===== src/rtl/dps_pkg.sv =====
package dps_pkg;
    typedef enum logic [2:0] {
        ST_IDLE   = 3'd0,
        ST_LOAD_A = 3'd1,
        ST_REL_A  = 3'd2,
        ST_LOAD_B = 3'd3,
        ST_REL_B  = 3'd4,
        ST_CAPT   = 3'd5,
        ST_UNLOAD = 3'd6,
        ST_DONE   = 3'd7
    } dps_state_e;
endpackage


===== src/rtl/dps_sequencer.sv =====
module dps_sequencer
    import dps_pkg::*;
#(
    parameter int N    = 8,
    parameter int PI_W = 4,
    parameter int CW   = 3
) (
    input  logic            clk,
    input  logic            rst_n,
    input  logic            start_i,
    input  logic [PI_W-1:0] vec_a_i,
    input  logic [PI_W-1:0] vec_b_i,
    output logic            ck_en_o,
    output logic            hold_o,
    output logic            test_o,
    output logic [CW-1:0]   cnt_o,
    output logic            cmp_clr_o,
    output logic            cmp_en_o,
    output logic            done_o,
    output logic [PI_W-1:0] pi_o
);
    localparam logic [CW-1:0] LAST = CW'(N - 1);

    typedef struct packed {
        dps_state_e      st;
        logic [CW-1:0]   cnt;
        logic [PI_W-1:0] pi;
    } seq_t;

    seq_t seq_d, seq_q;
    logic last_w;
    logic idle_like;
    logic shifting;

    always_comb begin
        seq_d     = seq_q;
        last_w    = (seq_q.cnt == LAST);
        idle_like = (seq_q.st == ST_IDLE) || (seq_q.st == ST_DONE);
        shifting  = (seq_q.st == ST_LOAD_A) || (seq_q.st == ST_LOAD_B) ||
                    (seq_q.st == ST_UNLOAD);
        case (seq_q.st)
            ST_IDLE, ST_DONE: begin
                if (start_i) begin
                    seq_d.st  = ST_LOAD_A;
                    seq_d.cnt = '0;
                end
            end
            ST_LOAD_A: begin
                if (last_w) begin
                    seq_d.st  = ST_REL_A;
                    seq_d.cnt = '0;
                end else begin
                    seq_d.cnt = seq_q.cnt + 1'b1;
                end
            end
            ST_REL_A: begin
                seq_d.pi = vec_a_i;
                seq_d.st = ST_LOAD_B;
            end
            ST_LOAD_B: begin
                if (last_w) begin
                    seq_d.st  = ST_REL_B;
                    seq_d.cnt = '0;
                end else begin
                    seq_d.cnt = seq_q.cnt + 1'b1;
                end
            end
            ST_REL_B: begin
                seq_d.pi = vec_b_i;
                seq_d.st = ST_CAPT;
            end
            ST_CAPT: begin
                seq_d.st  = ST_UNLOAD;
                seq_d.cnt = '0;
            end
            ST_UNLOAD: begin
                if (last_w) begin
                    seq_d.st  = ST_DONE;
                    seq_d.cnt = '0;
                end else begin
                    seq_d.cnt = seq_q.cnt + 1'b1;
                end
            end
            default: seq_d.st = ST_IDLE;
        endcase
    end

    always_ff @(posedge clk or negedge rst_n) begin
        if (!rst_n) begin
            seq_q <= '{st: ST_IDLE, cnt: '0, pi: '0};
        end else begin
            seq_q <= seq_d;
        end
    end

    assign ck_en_o   = shifting || (seq_q.st == ST_CAPT);
    assign test_o    = !shifting;
    assign hold_o    = (seq_q.st == ST_REL_A) || (seq_q.st == ST_REL_B);
    assign cnt_o     = seq_q.cnt;
    assign cmp_clr_o = idle_like && start_i;
    assign cmp_en_o  = (seq_q.st == ST_UNLOAD);
    assign done_o    = (seq_q.st == ST_DONE);
    assign pi_o      = seq_q.pi;

    AST_HOLD_ONE_CYCLE: assert property (@(posedge clk) disable iff (!rst_n)
        hold_o |=> !hold_o);
    AST_DONE_AFTER_UNLOAD: assert property (@(posedge clk) disable iff (!rst_n)
        $rose(done_o) |-> $past(!test_o));
    AST_DONE_STICKY: assert property (@(posedge clk) disable iff (!rst_n)
        (done_o && !start_i) |=> done_o);
endmodule


===== src/rtl/dps_chain.sv =====
module dps_chain #(
    parameter int N = 8
) (
    input  logic         clk,
    input  logic         rst_n,
    input  logic         ck_en_i,
    input  logic         test_i,
    input  logic         hold_i,
    input  logic         scan_in_i,
    input  logic [N-1:0] resp_i,
    output logic         scan_out_o,
    output logic [N-1:0] drive_o
);
    typedef struct packed {
        logic [N-1:0] ff;
        logic [N-1:0] lat;
    } chain_t;

    chain_t cq, cd;
    logic [N-1:0] ser_w;

    for (genvar i = 0; i < N; i++) begin : g_cell
        if (i == 0) begin : g_head
            assign ser_w[i] = scan_in_i;
        end else begin : g_body
            assign ser_w[i] = cq.ff[i-1];
        end
    end

    always_comb begin
        cd = cq;
        if (ck_en_i) begin
            cd.ff = test_i ? resp_i : ser_w;
        end
        if (hold_i) begin
            cd.lat = cq.ff;
        end
    end

    always_ff @(posedge clk or negedge rst_n) begin
        if (!rst_n) begin
            cq <= '0;
        end else begin
            cq <= cd;
        end
    end

    assign scan_out_o = cq.ff[N-1];
    assign drive_o    = cq.lat;

    AST_FF_FROZEN: assert property (@(posedge clk) disable iff (!rst_n)
        !ck_en_i |=> $stable(cq.ff));
    AST_LATCH_KEEP: assert property (@(posedge clk) disable iff (!rst_n)
        !hold_i |=> $stable(drive_o));
endmodule


===== src/rtl/dps_cmp.sv =====
module dps_cmp #(
    parameter int N  = 8,
    parameter int CW = 3
) (
    input  logic          clk,
    input  logic          rst_n,
    input  logic          clr_i,
    input  logic          en_i,
    input  logic [CW-1:0] cnt_i,
    input  logic          bit_i,
    input  logic [N-1:0]  expect_i,
    output logic          mism_o
);
    logic mism_d, mism_q;
    logic [CW-1:0] idx_w;

    always_comb begin
        idx_w  = CW'(N - 1) - cnt_i;
        mism_d = mism_q;
        if (clr_i) begin
            mism_d = 1'b0;
        end else if (en_i) begin
            mism_d = mism_q | (bit_i != expect_i[idx_w]);
        end
    end

    always_ff @(posedge clk or negedge rst_n) begin
        if (!rst_n) begin
            mism_q <= 1'b0;
        end else begin
            mism_q <= mism_d;
        end
    end

    assign mism_o = mism_q;

    AST_CLEAR_ON_START: assert property (@(posedge clk) disable iff (!rst_n)
        clr_i |=> !mism_o);
endmodule


===== src/rtl/delay_pair_scan.sv =====
module delay_pair_scan #(
    parameter int N    = 8,
    parameter int PI_W = 4
) (
    input  logic            clk,
    input  logic            rst_n,
    input  logic            start_i,
    input  logic            scan_in_i,
    input  logic [PI_W-1:0] vec_a_pi_i,
    input  logic [PI_W-1:0] vec_b_pi_i,
    input  logic [N-1:0]    resp_i,
    input  logic [N-1:0]    expect_i,
    output logic [N-1:0]    cut_drive_o,
    output logic [PI_W-1:0] pi_drive_o,
    output logic            hold_o,
    output logic            test_o,
    output logic            scan_out_o,
    output logic            done_o,
    output logic            pass_o
);
    localparam int CW = (N > 1) ? $clog2(N) : 1;

    logic          ck_en_w;
    logic [CW-1:0] cnt_w;
    logic          cmp_clr_w;
    logic          cmp_en_w;
    logic          mism_w;

    dps_sequencer #(.N(N), .PI_W(PI_W), .CW(CW)) u_seq (
        .clk       (clk),
        .rst_n     (rst_n),
        .start_i   (start_i),
        .vec_a_i   (vec_a_pi_i),
        .vec_b_i   (vec_b_pi_i),
        .ck_en_o   (ck_en_w),
        .hold_o    (hold_o),
        .test_o    (test_o),
        .cnt_o     (cnt_w),
        .cmp_clr_o (cmp_clr_w),
        .cmp_en_o  (cmp_en_w),
        .done_o    (done_o),
        .pi_o      (pi_drive_o)
    );

    dps_chain #(.N(N)) u_chain (
        .clk        (clk),
        .rst_n      (rst_n),
        .ck_en_i    (ck_en_w),
        .test_i     (test_o),
        .hold_i     (hold_o),
        .scan_in_i  (scan_in_i),
        .resp_i     (resp_i),
        .scan_out_o (scan_out_o),
        .drive_o    (cut_drive_o)
    );

    dps_cmp #(.N(N), .CW(CW)) u_cmp (
        .clk      (clk),
        .rst_n    (rst_n),
        .clr_i    (cmp_clr_w),
        .en_i     (cmp_en_w),
        .cnt_i    (cnt_w),
        .bit_i    (scan_out_o),
        .expect_i (expect_i),
        .mism_o   (mism_w)
    );

    assign pass_o = done_o && !mism_w;
endmodule


===== config.mk =====
export PLATFORM = sky130hd
export DESIGN_NAME = delay_pair_scan
export DESIGN_NICKNAME = d
export VERILOG_FILES = /design/src/rtl/dps_pkg.sv /design/src/rtl/dps_sequencer.sv /design/src/rtl/dps_chain.sv /design/src/rtl/dps_cmp.sv /design/src/rtl/delay_pair_scan.sv
export SDC_FILE = /design/constraint.sdc
export NUM_CORES = 1
export LEC_CHECK = 0
export ABC_AREA = 1
export BUFFER_PORTS_ARGS = -buffer_cell sky130_fd_sc_hd__buf_2
export CORE_ASPECT_RATIO = 1.5
export CORE_MARGIN = 3
export CORE_UTILIZATION = 55
export DETAILED_ROUTE_END_ITERATION = 10
export HOLD_SLACK_MARGIN = 0.05
export PLACE_DENSITY = 0.83
export RECOVER_POWER = 100
export SLEW_MARGIN = 20
export SYNTH_ARGS = -nofsm -noshare
export SYNTH_HDL_FRONTEND = slang
export SYNTH_SLANG_ARGS = --single-unit

===== constraint.sdc =====
create_clock -name clk -period 2.48 [get_ports clk]
set_clock_uncertainty 0.05 [all_clocks]
set_input_delay 0.124 -clock clk [delete_from_list [all_inputs] [get_ports clk]]
set_output_delay 0.124 -clock clk [all_outputs]
set_load 0.03 [all_outputs]

==> results of run 1 <==
-- cell families after synthesis --
family / count (synthesis)
AND/OR/NAND/NOR: 71
buffers and inverters: 43
AO/OA/AOI/OAI: 39
flip-flops: 27
adder cells (fa/ha/maj): 2
XOR/XNOR: 1
-- report_power, final --
| group | internal, mW | switching (mW) |
|---|---|---|
| logic | 0.500 | 0.946 |
| registers | 0.654 | 0.160 |
| clock network | 0.0629 | 0.119 |
| total | 1.22 | 1.22 |
-- through the flow --
stage	area, um^2	worst slack [ns]	hold WS [ns]	std cells	utilization (%)
finish	1830	0.249	0.0531	268	71.4
global route	1830	0.0688	0.0531	268	71.4
CTS	1870	0.310	0.0502	268	72.9
detailed placement	1660	0.770	0.103	246	64.8
global placement	1660	0.841	0.108	246	64.8
floorplan	1530	1.05	-0.222	183	-
-- flip-flops by register name, summed over array words and instances, names as in the netlist --
signal,cells
u_seq.cnt_o,3
u_chain.drive_o,8
u_seq.seq_q,3
u_seq.pi_o,4
u_chain.scan_out_o,1
u_chain.cq,7
u_cmp.mism_o,1
-- per-layer routing --
metal | routed length [um] | track usage [%]
met4 | 50 | 9.49
met1 | 1310 | 24.2
met3 | 102 | 2.74
met5 | 0 | 0
met2 | 1730 | 36.6
-- critical path: stages (launching register included) --
cell,delay [ns]
dfrtp_1,0.47
inv_1,0.14
nand3_1,0.13
nand2_2,0.22
inv_2,0.15
nand2_4,0.20
o21ai_0,0.14
o22ai_2,0.10
dlygate4sd3_1,0.57
-- placed cells by master (no fill, tap or decap) --
cell type	instances
nor2_1	15
inv_1	23
o21ai_2	2
a31oi_1	3
ha_1	2
inv_4	1
clkbuf_1	19
nand2_2	1
o21ai_1	2
nand2_1	41
o21ai_0	21
nand2_4	1
dfrtp_1	27
o2111a_1	1
nand3_1	10
xnor2_1	1
inv_2	2
or2_0	2
dlygate4sd3_1	18
o22ai_2	8
buf_2	26
nor3_1	1
a21oi_1	2
clkbuf_4	3
-- final cells by class --
type	instances	area [um^2]	share of cell area, %
clock buffer	4	26.3	1.44
timing repair buffer	62	378	20.7
inverter	26	100	5.48
multi-input combinational	113	602	32.9
sequential	27	676	37.0
tap	36	45.0	2.47
-- how the worst min path moves through the flow --
stage	end	slack, ns	cells past startpoint
finish	u_seq.pi_o[3]	0.05	3
global route	u_seq.pi_o[3]	0.05	3
CTS	u_seq.pi_o[3]	0.05	3
detailed placement	u_chain.drive_o[5]	0.10	1
global placement	u_chain.drive_o[6]	0.11	1
floorplan	u_chain.cq[10]	-0.22	0
==> impl_results.md, run 1 <==
* Gate Count Post-Synth at 183
* Worst vdd ir at 0.000712 V
* DR pass1 iterations at 5
* CTS tree: built
* FF-to-FF path depth at 8
* XOR/XNOR share of the synthesized area at 0.571%
* Synth area leaders: dfrtp_1 44%, nand2_1 9.8%, o22ai_2 6.5%
* CTS max path bufs at 2
* Worst EP arrival at 2.44 ns
* Worst Setup EP: u_chain.cq[8]
* Setup_tns at 0 ns
* CTS Root Cell: clkbuf_4
* Post-CTS Setup Inserts at 0
* Worst R2R Setup Slack at 0.25 ns
* Hpwl dp at 2.25 mm
* FILL cells at 226
* Initial core utilization at 59.9%
* GRT Total Usage at 20.6%
* Worst-Skew Late Latency at 0.31 ns
* Die area at 3470 um^2
* Yosys cell types at 26
* NumNets Final at 263
* Final Hold Viols at 0
* Worst-path clk slew at 0.13 ns
* Antenna cell count at 0
* Worst setup startpoint: u_seq.seq_q[7]
* Io pins at 45
* Synth top cells by count: 40 x nand2_1, 27 x dfrtp_1, 23 x inv_1, 15 x nor2_1, 13 x o21ai_0
* Sequential cell area fraction in the yosys report at 44.1%
* Final Slew Violations at 0
* Worst Hold Class: input pin to flip-flop
* Antenna Violating Nets Remaining at 0
* Reg-to-Reg End: u_chain.cq[8]
* Rows at 22
* WL per Instance at 11.9 um
* Ys Warns at 0
* First-pass GRT wire length at 5.69 mm
* Overflow after GRT at 0
* Share of layout cells above drive strength 1 at 19.0%
* Main synth FF type: dfrtp_1
* Drt first-iter violations at 31
* Post-route DRC at 0
* Vias in the first global route at 1349
* Post-synth ARST share at 100%
* Critical path type: flip-flop to flip-flop
* Cts bufs inserted at 3
* # H-tree levels at 1
* CTS Sinks at 27
* Core area at 2560 um^2
* RSZ-0062 raised after global routing: false
* Final setup viols at 0
* Period utilisation layout at 90.0%
* Post_cts resized at 0
* Power density cells at 1340 nW/um^2
* Seq cells post-synth at 27
* Initial antenna violation count at 0
* Post-synthesis mux area share at 0%
* Fmax at 448 MHz
* Cell with the most instances after synthesis: nand2_1
* Pwr Total at 2.44 mW
* EDFF count, synth at 0
* Status: finished clean
* Tmin final at 2.23 ns
* Die Y at 70.7 um
* R2R Path Start: u_seq.seq_q[7]
* Hold_sp: vec_b_pi_i[3]
* Area fraction of the dominant cell type after synthesis at 44.1%
* Rel. slew slack at 8.49%
* Max cap viols at 0
* Slew @ Worst Pin at 1.37 ns
* Post-Route WL at 3.19 mm
* Total number of vias at 1343
* Largest family of logic cells by synthesized area: simple AND/OR/NAND/NOR gates
* Synthesized-area fraction occupied by adder cells at 1.63%
* Pleak at 0.914 nW
* Worst setup EP type: flip-flop
* Synthesized net count at 213
* Yosys top cell by area: dfrtp_1
* CP max FO at 16
* Largest net degree at the start of global routing at 28
* GP Congestion at 0.775
* # hold bufs at CTS at 18
* Critical path required time at 2.69 ns
* Layout Area Growth over Synthesis at 19.2%
* Mean Syn Cell Area at 8.38 um^2
* Startpoint types: flip-flop
* Synth Area in Compound Gates at 18.0%
* Netlist Area Pre-Place at 1530 um^2
* Vias/cell at 5.01
* Simple-gate portion of the synthesized area at 20.1%
* Die W at 49.1 um
* Port Buffers at 44
(Power assumes the default switching activity.)
==> run 2: changes to the inputs <==
Settings changed: CORE_ASPECT_RATIO 1.5 to unset, PLACE_DENSITY 0.83 to 0.84.
==> run 2 against run 1 <==
Die area decreased by 0.37%; largest power group unchanged; final cell count decreased by 2.2%; sequential cell count unchanged; clock power increased by 8%; non-clock buffer count unchanged; via count decreased by 0.82%; combinational power about the same; hold slack improved by 0.031 ns; critical endpoint unchanged.
==> impl_results.md, run 2 (synthesis gave the netlist of run 1 again) <==
* Status: finished clean (unchanged)
* Core area at 2570 um^2 (was 2560 um^2)
* GRT Total Usage at 20.8% (was 20.6%)
* Cts bufs inserted at 3 (unchanged)
* CTS max path bufs at 2 (unchanged)
* Area of placed instances at 1650 um^2 (was 1660 um^2)
* Post-Route WL at 3.31 mm (was 3.19 mm)
* Pleak at 0.911 nW (was 0.914 nW)
* Die W at 58.8 um (was 49.1 um)
* Number of flip-flops in the largest register at 8 (unchanged)
* Overflow after GRT at 0 (unchanged)
* Critical path required time at 2.72 ns (was 2.69 ns)
* Rel. slew slack at 7.20% (was 8.49%)
* Worst EP arrival at 2.45 ns (was 2.44 ns)
* Die area at 3460 um^2 (was 3470 um^2)
* First-pass GRT wire length at 5.49 mm (was 5.69 mm)
* Period utilisation layout at 89.4% (was 90.0%)
* Worst setup EP type: flip-flop (unchanged)
* RSZ-0062 raised after global routing: false (unchanged)
* Post-route DRC at 0 (unchanged)
* Vias in the first global route at 1237 (was 1349)
* Initial core utilization at 59.7% (was 59.9%)
* Slowest CP cell: dlygate4sd3_1 (unchanged)
* GP Congestion at 0.815 (was 0.775)
* Initial antenna violation count at 0 (unchanged)
* Fmax at 451 MHz (was 448 MHz)
* Final setup viols at 0 (unchanged)
* Hpwl dp at 2.23 mm (was 2.25 mm)
* DR pass1 iterations at 5 (unchanged)
* Commonest non-fill, non-tap cell in the layout: nand2_1 (unchanged)
* Max cap viols at 0 (unchanged)
* Share of layout cells above drive strength 1 at 19.8% (was 19.0%)
* Die Y at 58.8 um (was 70.7 um)
* CP max stage delay at 0.56 ns (was 0.57 ns)
* Worst vdd ir at 0.000936 V (was 0.000712 V)
* Slew @ Worst Pin at 1.39 ns (was 1.37 ns)
* Critical path type: flip-flop to flip-flop (unchanged)
* Tmin final at 2.22 ns (was 2.23 ns)
* Antenna Violating Nets Remaining at 0 (unchanged)
* Vias/cell at 5.08 (was 5.01)
* CP max FO at 16 (unchanged)
* CP Cell Sequence: inv_1, nand3_1, nand2_2, inv_2, nand2_4, o21ai_0, o22ai_2, dlygate4sd3_1 (unchanged)
* Startpoint types: flip-flop (unchanged)
* Final cell count without fillers at 262 (was 268)
* Total number of vias at 1332 (was 1343)
* Post-CTS Setup Inserts at 0 (unchanged)
* Largest net degree at the start of global routing at 28 (unchanged)
* Setup_tns at 0 ns (unchanged)
* WL per Instance at 12.6 um (was 11.9 um)
* Pwr Total at 2.47 mW (was 2.44 mW)
* Drt first-iter violations at 72 (was 31)
* Final Slew Violations at 0 (unchanged)
* Post_cts resized at 0 (unchanged)
* Port Buffers at 44 (unchanged)
* CTS Sinks at 27 (unchanged)
* Layout Area Growth over Synthesis at 19.3% (was 19.2%)
* Worst-Skew Late Latency at 0.33 ns (was 0.31 ns)
* NumNets Final at 263 (unchanged)
* Inst Count DP at 240 (was 246)
* Design area at 1830 um^2 (about the same)
* CTS tree: built (unchanged)
* Most frequent cells in the layout: 40 x nand2_1, 27 x dfrtp_1, 26 x buf_2 (was 41 x nand2_1, 27 x dfrtp_1, 26 x buf_2)
* Io pins at 45 (unchanged)
* Final hold slack at 0.0836 ns (was 0.0531 ns)
* CTS Root Cell: clkbuf_4 (unchanged)
* Worst Hold Class: input pin to flip-flop (unchanged)
* Rows at 18 (was 22)
* Final Hold Viols at 0 (unchanged)
* Power density cells at 1350 nW/um^2 (was 1340 nW/um^2)
* # H-tree levels at 1 (unchanged)
* # hold bufs at CTS at 18 (unchanged)
* Worst-path clk slew at 0.16 ns (was 0.13 ns)
* Antenna cell count at 0 (unchanged)
run 2: area by class of cell:
type,count,area [um^2]
Inverter,26,98.8
Tap cell,30,37.5
Clock buffer,3,22.5
Fill cell,209,738
Clock inverter,1,7.51
Multi-Input combinational cell,113,609
Timing Repair Buffer,62,378
Sequential cell,27,676
run 2: worst paths after layout:
check | startpoint | end | slack, ns | cells after the start
worst min register to register | u_cmp.mism_o | u_cmp.mism_o | 0.45 | 2
worst max register to register | u_seq.seq_q[7] | u_chain.cq[8] | 0.26 | 8
worst max-delay path | u_seq.seq_q[7] | u_chain.cq[8] | 0.26 | 8
min in group asynchronous | rst_n | u_chain.drive_o[3] | 0.56 | 2
max in group asynchronous | rst_n | u_chain.drive_o[0] | 0.99 | 2
worst min-delay path | vec_b_pi_i[3] | u_seq.pi_o[3] | 0.08 | 3
run 2: critical path, delay by kind of cell (launching register included):
kind            cells  cell delay [ns]
flops               1             0.47
compound gates      2             0.23
simple gates        3             0.56
buf+inv             3             0.84
run 2: where the power goes:
| part | switching (mW) | total, mW | internal (mW) |
|---|---|---|---|
| sequential | 0.160 | 0.815 | 0.654 |
| clock | 0.136 | 0.197 | 0.0617 |
| combinational | 0.958 | 1.46 | 0.505 |
| total | 1.25 | 2.47 | 1.22 |
run 2: routing by layer:
metal	global-route usage, %	share of wire, %
met1	29.2	46
met2	33.6	47
met3	2.63	5.6
met4	6.15	0.57
met5	0	0
run 2: per-stage QoR:
step	setup slack, ns	util (%)
final	0.262	71.2
after global routing	0.0634	71.2
after CTS	0.324	72.5
after detailed placement	0.781	64.3
after global placement	0.862	64.3
after floorplan	1.05	-
